===== config.mk =====
export PLATFORM = sky130hd
export DESIGN_NAME = fracn_divider
export DESIGN_NICKNAME = d
export VERILOG_FILES = /design/src/rtl/fracn_pkg.sv /design/src/rtl/fracn_cfg.sv /design/src/rtl/fracn_mash.sv /design/src/rtl/fracn_counter.sv /design/src/rtl/fracn_divider.sv
export SDC_FILE = /design/constraint.sdc
export NUM_CORES = 1
export LEC_CHECK = 0
export BUFFER_PORTS_ARGS = -buffer_cell sky130_fd_sc_hd__buf_2
export CAP_MARGIN = 20
export CORE_UTILIZATION = 50
export CTS_CLUSTER_SIZE = 28
export DETAILED_ROUTE_END_ITERATION = 12
export PLACE_DENSITY = 0.7
export SLEW_MARGIN = 20
export SYNTH_ARGS = -nofsm -noshare
export SYNTH_HDL_FRONTEND = slang
export SYNTH_SLANG_ARGS = --single-unit

===== constraint.sdc =====
create_clock -name clk -period 16 [get_ports clk]
set_input_delay 2.4 -clock clk [delete_from_list [all_inputs] [get_ports clk]]
set_output_delay 2.4 -clock clk [all_outputs]
set_load 0.02 [all_outputs]

===== src/rtl/fracn_pkg.sv =====
package fracn_pkg;

    localparam int INT_W      = 16;
    localparam int MOD_W      = 12;
    localparam int N_W        = INT_W + 1;
    localparam int OFF_W      = 4;
    localparam int STAGES     = 3;
    localparam int INT_MIN_LO = 23;
    localparam int INT_MIN_HI = 75;
    localparam int MOD_MIN    = 2;

    typedef struct packed {
        logic [INT_W-1:0] int_v;
        logic [MOD_W-1:0] frac;
        logic [MOD_W-1:0] modv;
        logic             presc;
        logic             imode;
    } cfg_t;

    localparam cfg_t RESET_CFG = '{
        int_v: INT_W'(INT_MIN_LO),
        frac:  '0,
        modv:  MOD_W'(MOD_MIN),
        presc: 1'b0,
        imode: 1'b1
    };

    function automatic cfg_t clamp_cfg(cfg_t r);
        cfg_t o;
        logic [INT_W-1:0] lo;
        o  = r;
        lo = r.presc ? INT_W'(INT_MIN_HI) : INT_W'(INT_MIN_LO);
        if (r.int_v < lo) o.int_v = lo;
        if (r.modv < MOD_W'(MOD_MIN)) o.modv = MOD_W'(MOD_MIN);
        if (r.frac >= o.modv) o.frac = o.modv - 1'b1;
        return o;
    endfunction

    function automatic logic cfg_bad(cfg_t r);
        return clamp_cfg(r) != r;
    endfunction

endpackage


===== src/rtl/fracn_cfg.sv =====
module fracn_cfg
    import fracn_pkg::*;
(
    input  logic clk,
    input  logic rst,
    input  logic upd,
    input  cfg_t raw,
    input  logic boundary,
    output cfg_t eff,
    output logic apply,
    output logic err
);
    cfg_t act_q, pend_q;
    logic pend_v;

    assign apply = boundary && pend_v;
    assign eff   = apply ? pend_q : act_q;

    always_ff @(posedge clk) begin
        if (rst) begin
            act_q  <= RESET_CFG;
            pend_q <= RESET_CFG;
            pend_v <= 1'b0;
            err    <= 1'b0;
        end else begin
            if (apply) act_q <= pend_q;
            if (upd) begin
                pend_q <= clamp_cfg(raw);
                err    <= cfg_bad(raw);
                pend_v <= 1'b1;
            end else if (apply) begin
                pend_v <= 1'b0;
            end
        end
    end
endmodule


===== src/rtl/fracn_mash.sv =====
module fracn_mash
    import fracn_pkg::*;
(
    input  logic                    clk,
    input  logic                    rst,
    input  logic                    step,
    input  logic                    restart,
    input  logic                    hold,
    input  logic [MOD_W-1:0]        frac,
    input  logic [MOD_W-1:0]        modv,
    output logic signed [OFF_W-1:0] offset
);
    logic clr;
    assign clr = restart || hold;

    for (genvar g = 0; g < STAGES; g++) begin : stg
        logic [MOD_W-1:0] acc_q, din, base, dout;
        logic [MOD_W:0]   sum;
        logic             cy;
        if (g == 0) begin : g_first
            assign din = frac;
        end else begin : g_next
            assign din = stg[g-1].dout;
        end
        assign base = clr ? '0 : acc_q;
        assign sum  = {1'b0, base} + {1'b0, din};
        assign cy   = sum >= {1'b0, modv};
        assign dout = cy ? MOD_W'(sum - {1'b0, modv}) : sum[MOD_W-1:0];
        always_ff @(posedge clk) begin
            if (rst)       acc_q <= '0;
            else if (step) acc_q <= hold ? '0 : dout;
        end
    end

    logic c2d_q, c3d_q, c3dd_q;
    logic c2d, c3d, c3dd;
    assign c2d  = clr ? 1'b0 : c2d_q;
    assign c3d  = clr ? 1'b0 : c3d_q;
    assign c3dd = clr ? 1'b0 : c3dd_q;

    always_ff @(posedge clk) begin
        if (rst) begin
            c2d_q  <= 1'b0;
            c3d_q  <= 1'b0;
            c3dd_q <= 1'b0;
        end else if (step) begin
            c2d_q  <= hold ? 1'b0 : stg[1].cy;
            c3d_q  <= hold ? 1'b0 : stg[2].cy;
            c3dd_q <= hold ? 1'b0 : c3d;
        end
    end

    logic [OFF_W-1:0] raw_off;
    assign raw_off = OFF_W'(stg[0].cy) + OFF_W'(stg[1].cy) - OFF_W'(c2d)
                   + OFF_W'(stg[2].cy) - OFF_W'({c3d, 1'b0}) + OFF_W'(c3dd);
    assign offset  = hold ? '0 : $signed(raw_off);
endmodule


===== src/rtl/fracn_counter.sv =====
module fracn_counter
    import fracn_pkg::*;
(
    input  logic                    clk,
    input  logic                    rst,
    input  logic [INT_W-1:0]        int_v,
    input  logic signed [OFF_W-1:0] offset,
    output logic                    fb_pulse,
    output logic [N_W-1:0]          n_now
);
    logic [N_W-1:0]        cnt;
    logic signed [N_W:0]   n_sum;
    logic [N_W-1:0]        n_next;

    assign n_sum    = $signed({2'b00, int_v}) + $signed({{(N_W+1-OFF_W){offset[OFF_W-1]}}, offset});
    assign n_next   = n_sum[N_W-1:0];
    assign fb_pulse = (cnt == '0);

    always_ff @(posedge clk) begin
        if (rst) begin
            cnt   <= '0;
            n_now <= N_W'(INT_MIN_LO);
        end else if (fb_pulse) begin
            cnt   <= n_next - 1'b1;
            n_now <= n_next;
        end else begin
            cnt   <= cnt - 1'b1;
        end
    end
endmodule


===== src/rtl/fracn_divider.sv =====
module fracn_divider
    import fracn_pkg::*;
(
    input  logic             clk,
    input  logic             rst,
    input  logic             upd,
    input  logic [15:0]      int_val,
    input  logic [11:0]      frac_val,
    input  logic [11:0]      mod_val,
    input  logic             presc_sel,
    input  logic             int_mode,
    output logic             fb_pulse,
    output logic [16:0]      n_now,
    output logic             cfg_err
);
    cfg_t raw, eff;
    logic apply, hold;
    logic signed [OFF_W-1:0] offset;

    assign raw = '{int_v: int_val, frac: frac_val, modv: mod_val,
                   presc: presc_sel, imode: int_mode};
    assign hold = eff.imode && (eff.frac == '0);

    fracn_cfg u_cfg (
        .clk(clk), .rst(rst), .upd(upd), .raw(raw), .boundary(fb_pulse),
        .eff(eff), .apply(apply), .err(cfg_err)
    );

    fracn_mash u_mash (
        .clk(clk), .rst(rst), .step(fb_pulse), .restart(apply), .hold(hold),
        .frac(eff.frac), .modv(eff.modv), .offset(offset)
    );

    fracn_counter u_cnt (
        .clk(clk), .rst(rst), .int_v(eff.int_v), .offset(offset),
        .fb_pulse(fb_pulse), .n_now(n_now)
    );
endmodule


==> results.md <==
* Root Buffer Master: clkbuf_16
* Vias in the first global route at 9862
* Hold Path Origin: u_cnt.n_now[0]
* Antenna violations before repair at 0
* Top Metal Used: met4
* Fmax at ~65 MHz
* Critical path class: flip-flop to flip-flop
* Non-Filler Instances at about 1800
* Hold Buf Count CTS at 0
* Synthesized net count at 1557
* Startpoint types: flip-flop
* Syn avg cell area at 8.27 um^2
* Seq/Total Area, Yosys at 0.272
* Final setup vio count at 0
* Slew @ Worst Pin at 898 ps
* Post-DP HPWL at 22900 um
* Min cycle time layout at 15280 ps
* Slowest cell on the critical path: fa_1
* Final Wtd Congestion at 0.955
* CP Max Fanout at 16
* Io pins at 64
* FF-to-FF setup slack at slightly above 700 ps
* Synth top area share at 0.272
* First-pass GRT wire length at between 40000 and 50000 um
* Initial core utilization at 0.510
* DRT iter0 DRCs at 498
* Die Y at 154 um
* Synth Register Bits at 157
* Met1 WL at about 14000 um
* Layout cells sized above 1 at 0.182
* # diodes at 0
* Gr ovfl total at 0
* Most used DFF post-synth: dfxtp_1
* Total Wirelength at about 30000 um
* Crit path setup slack, layout at 725 ps
* WL/cell at 17.2 um
* CTS tree: done
* Slowest stage delay, CP at 420 ps
* Reg2reg path depth at 77
* Final Cycle Share at 0.955
* Met3 wire length at 1110 um
* Rows at 55
* Relative slew slack at 0.400
* Post-route ant nets at 0
* Top cells by area, synth: dfxtp_1, ha_1, mux2i_1
* Status: finished, final reports clean
* EDFF count, synth at 0
* Synth top cells by count: nand2_1, dfxtp_1, nor2_1, ha_1, a21oi_1
* Fin. Hold Viols at 0
* CTS Buffer Depth at 2
* Worst clock skew at 9.94 ps
* Area Overhead vs Synth at 16.3%
* Drt via density at ~5.8
* CP dominant cell by count: ha_1
* Via Count at 10269
* Post-Place Setup Slack at -310 ps
* Worst setup EP type: flip-flop
* Hold path depth at 2
* RR Endpoint: u_cnt.cnt[16]
* Hold slack at between 400 and 500 ps
* Async SR Flop Fraction at 0
* Yosys warnings at 0
* Min-delay worst type: flip-flop to flip-flop
* Final Max Tran Viols at 0
* Reg clk slew, reported paths at 70 ps
* Final nets at 1648
* Port bufs at 63
* Distinct cells, synth at 90
* Clock Latency Late Sink at 440 ps
* H-tree levels at 4
* Die X at between 150 and 200 um
* Overall routing resource usage at 0.258
* Cell accounting for the most synthesized area: dfxtp_1
* RR Startpoint: u_cnt.cnt[9]
* Placed Cells at around 1700
* Largest net degree at the start of global routing at 60
* Met2 Wirelength at 15100 um
* Count leader, synth: nand2_1
* CP arrival at roughly 16000 ps
* WHS Endpoint: u_cnt.n_now[0]
* Number of remaining DRC errors at 0
* Drt first pass iters at 5
* CTS Buf Count at 17
* Sink Count at 157
* Core area at 22600 um^2
* Post-Syn Instances at 1395
* Full die area at between 20000 and 25000 um^2
* Max-cap violations at 0
* Cell Area, Synth at 11500 um^2
* Critical Path RT at 16300 ps
kinds of logic (layout without fill, tap and decap cells):
| logic type | after synthesis | after routing | share of synthesized area |
|---|---|---|---|
| AO/OA/AOI/OAI | 311 | 311 | 0.184 |
| flip-flops | 157 | 157 | 0.272 |
| AND/OR/NAND/NOR | 514 | 514 | 0.220 |
| multiplexers | 84 | 84 | 0.0762 |
| buffers and inverters | 119 | 223 | 0.0431 |
| adder cells (fa/ha/maj) | 117 | 117 | 0.133 |
| XOR/XNOR | 93 | 93 | 0.0712 |
timing repair:
action | in CTS | in global routing
gates resized for setup | 10 | 53
endpoints found under the setup margin | 9 | 24
buffers inserted | 0 | 24
pin swaps | 0 | 21
critical path: cells and delay by family, from the launching register on:
family,cells,cell delay (ps)
fa+ha+maj,11,3080
compound gates,27,5520
xor+xnor,4,610
flops,1,340
simple gates,27,4480
mux,2,440
buf+inv,6,630
worst max path at each step:
stage	start	endpoint	slack (ps)	depth (start not counted)
floorplan	u_cnt.cnt[11]	u_cnt.cnt[13]	5	81
global route	u_cnt.cnt[9]	u_cnt.cnt[16]	-130	77
CTS	u_cnt.cnt[11]	u_cnt.cnt[16]	-10	75
finish	u_cnt.cnt[9]	u_cnt.cnt[16]	720	77
detailed placement	u_cnt.cnt[11]	u_cnt.cnt[16]	-310	73
global placement	u_cnt.cnt[11]	u_cnt.cnt[16]	310	73
registers in the layout (all words and copies together) (netlist names), 17 cells and up:
register and flops:
u_mash.stg.acc_q 36, u_cnt.cnt 17, u_cnt.n_now 17, u_cfg.pend_q 41, u_cfg.act_q 41
layout by cell type, fill, tap and decap left out, types with 11 or more instances in the layout:
master / synthesis / layout
a21o_1: 28 / 28
a21oi_1: 89 / 79
a21oi_2: 1 / 11
a22o_1: 25 / 25
and3_1: 39 / 39
buf_2: 4 / 62
buf_4: 0 / 64
clkbuf_16: 0 / 17
dfxtp_1: 157 / 157
ha_1: 108 / 106
inv_1: 62 / 62
mux2_2: 17 / 17
mux2i_1: 65 / 61
nand2_1: 167 / 165
nand2b_1: 22 / 22
nand3_1: 19 / 18
nand4_1: 20 / 20
nor2_1: 131 / 128
nor2b_1: 21 / 20
nor3_1: 23 / 20
o21a_1: 11 / 11
o21ai_0: 47 / 43
or3_1: 12 / 11
xnor2_1: 66 / 65
xor2_1: 26 / 26
metal layers:
layer | global-route usage | vias up
li1 | - | 5166
met1 | 0.321 | 4847
met2 | 0.452 | 205
met3 | 0.0428 | 51
met4 | 0.0857 | 0
met5 | 0 | -
cell type report:
class | instances | area, um^2
Multi-Input combinational cell | 1119 | 8220
Clock inverter | 14 | 184
Timing Repair Buffer | 129 | 850
Inverter | 62 | 233
Tap cell | 285 | 357
Sequential cell | 157 | 3140
Fill cell | 2008 | 9220
Clock buffer | 18 | 439
metrics by stage:
stage	TNS, ps	util	instance area (um^2)
floorplan	0	-	11500
global placement	0	0.542	12300
detailed placement	-1360	0.542	12300
CTS	-12.2	0.573	13000
global route	-489	0.593	13400
finish	0	0.593	13400
Power is not shown: default switching activity piles up to over one toggle a cycle in this logic, so the estimate is an artifact.
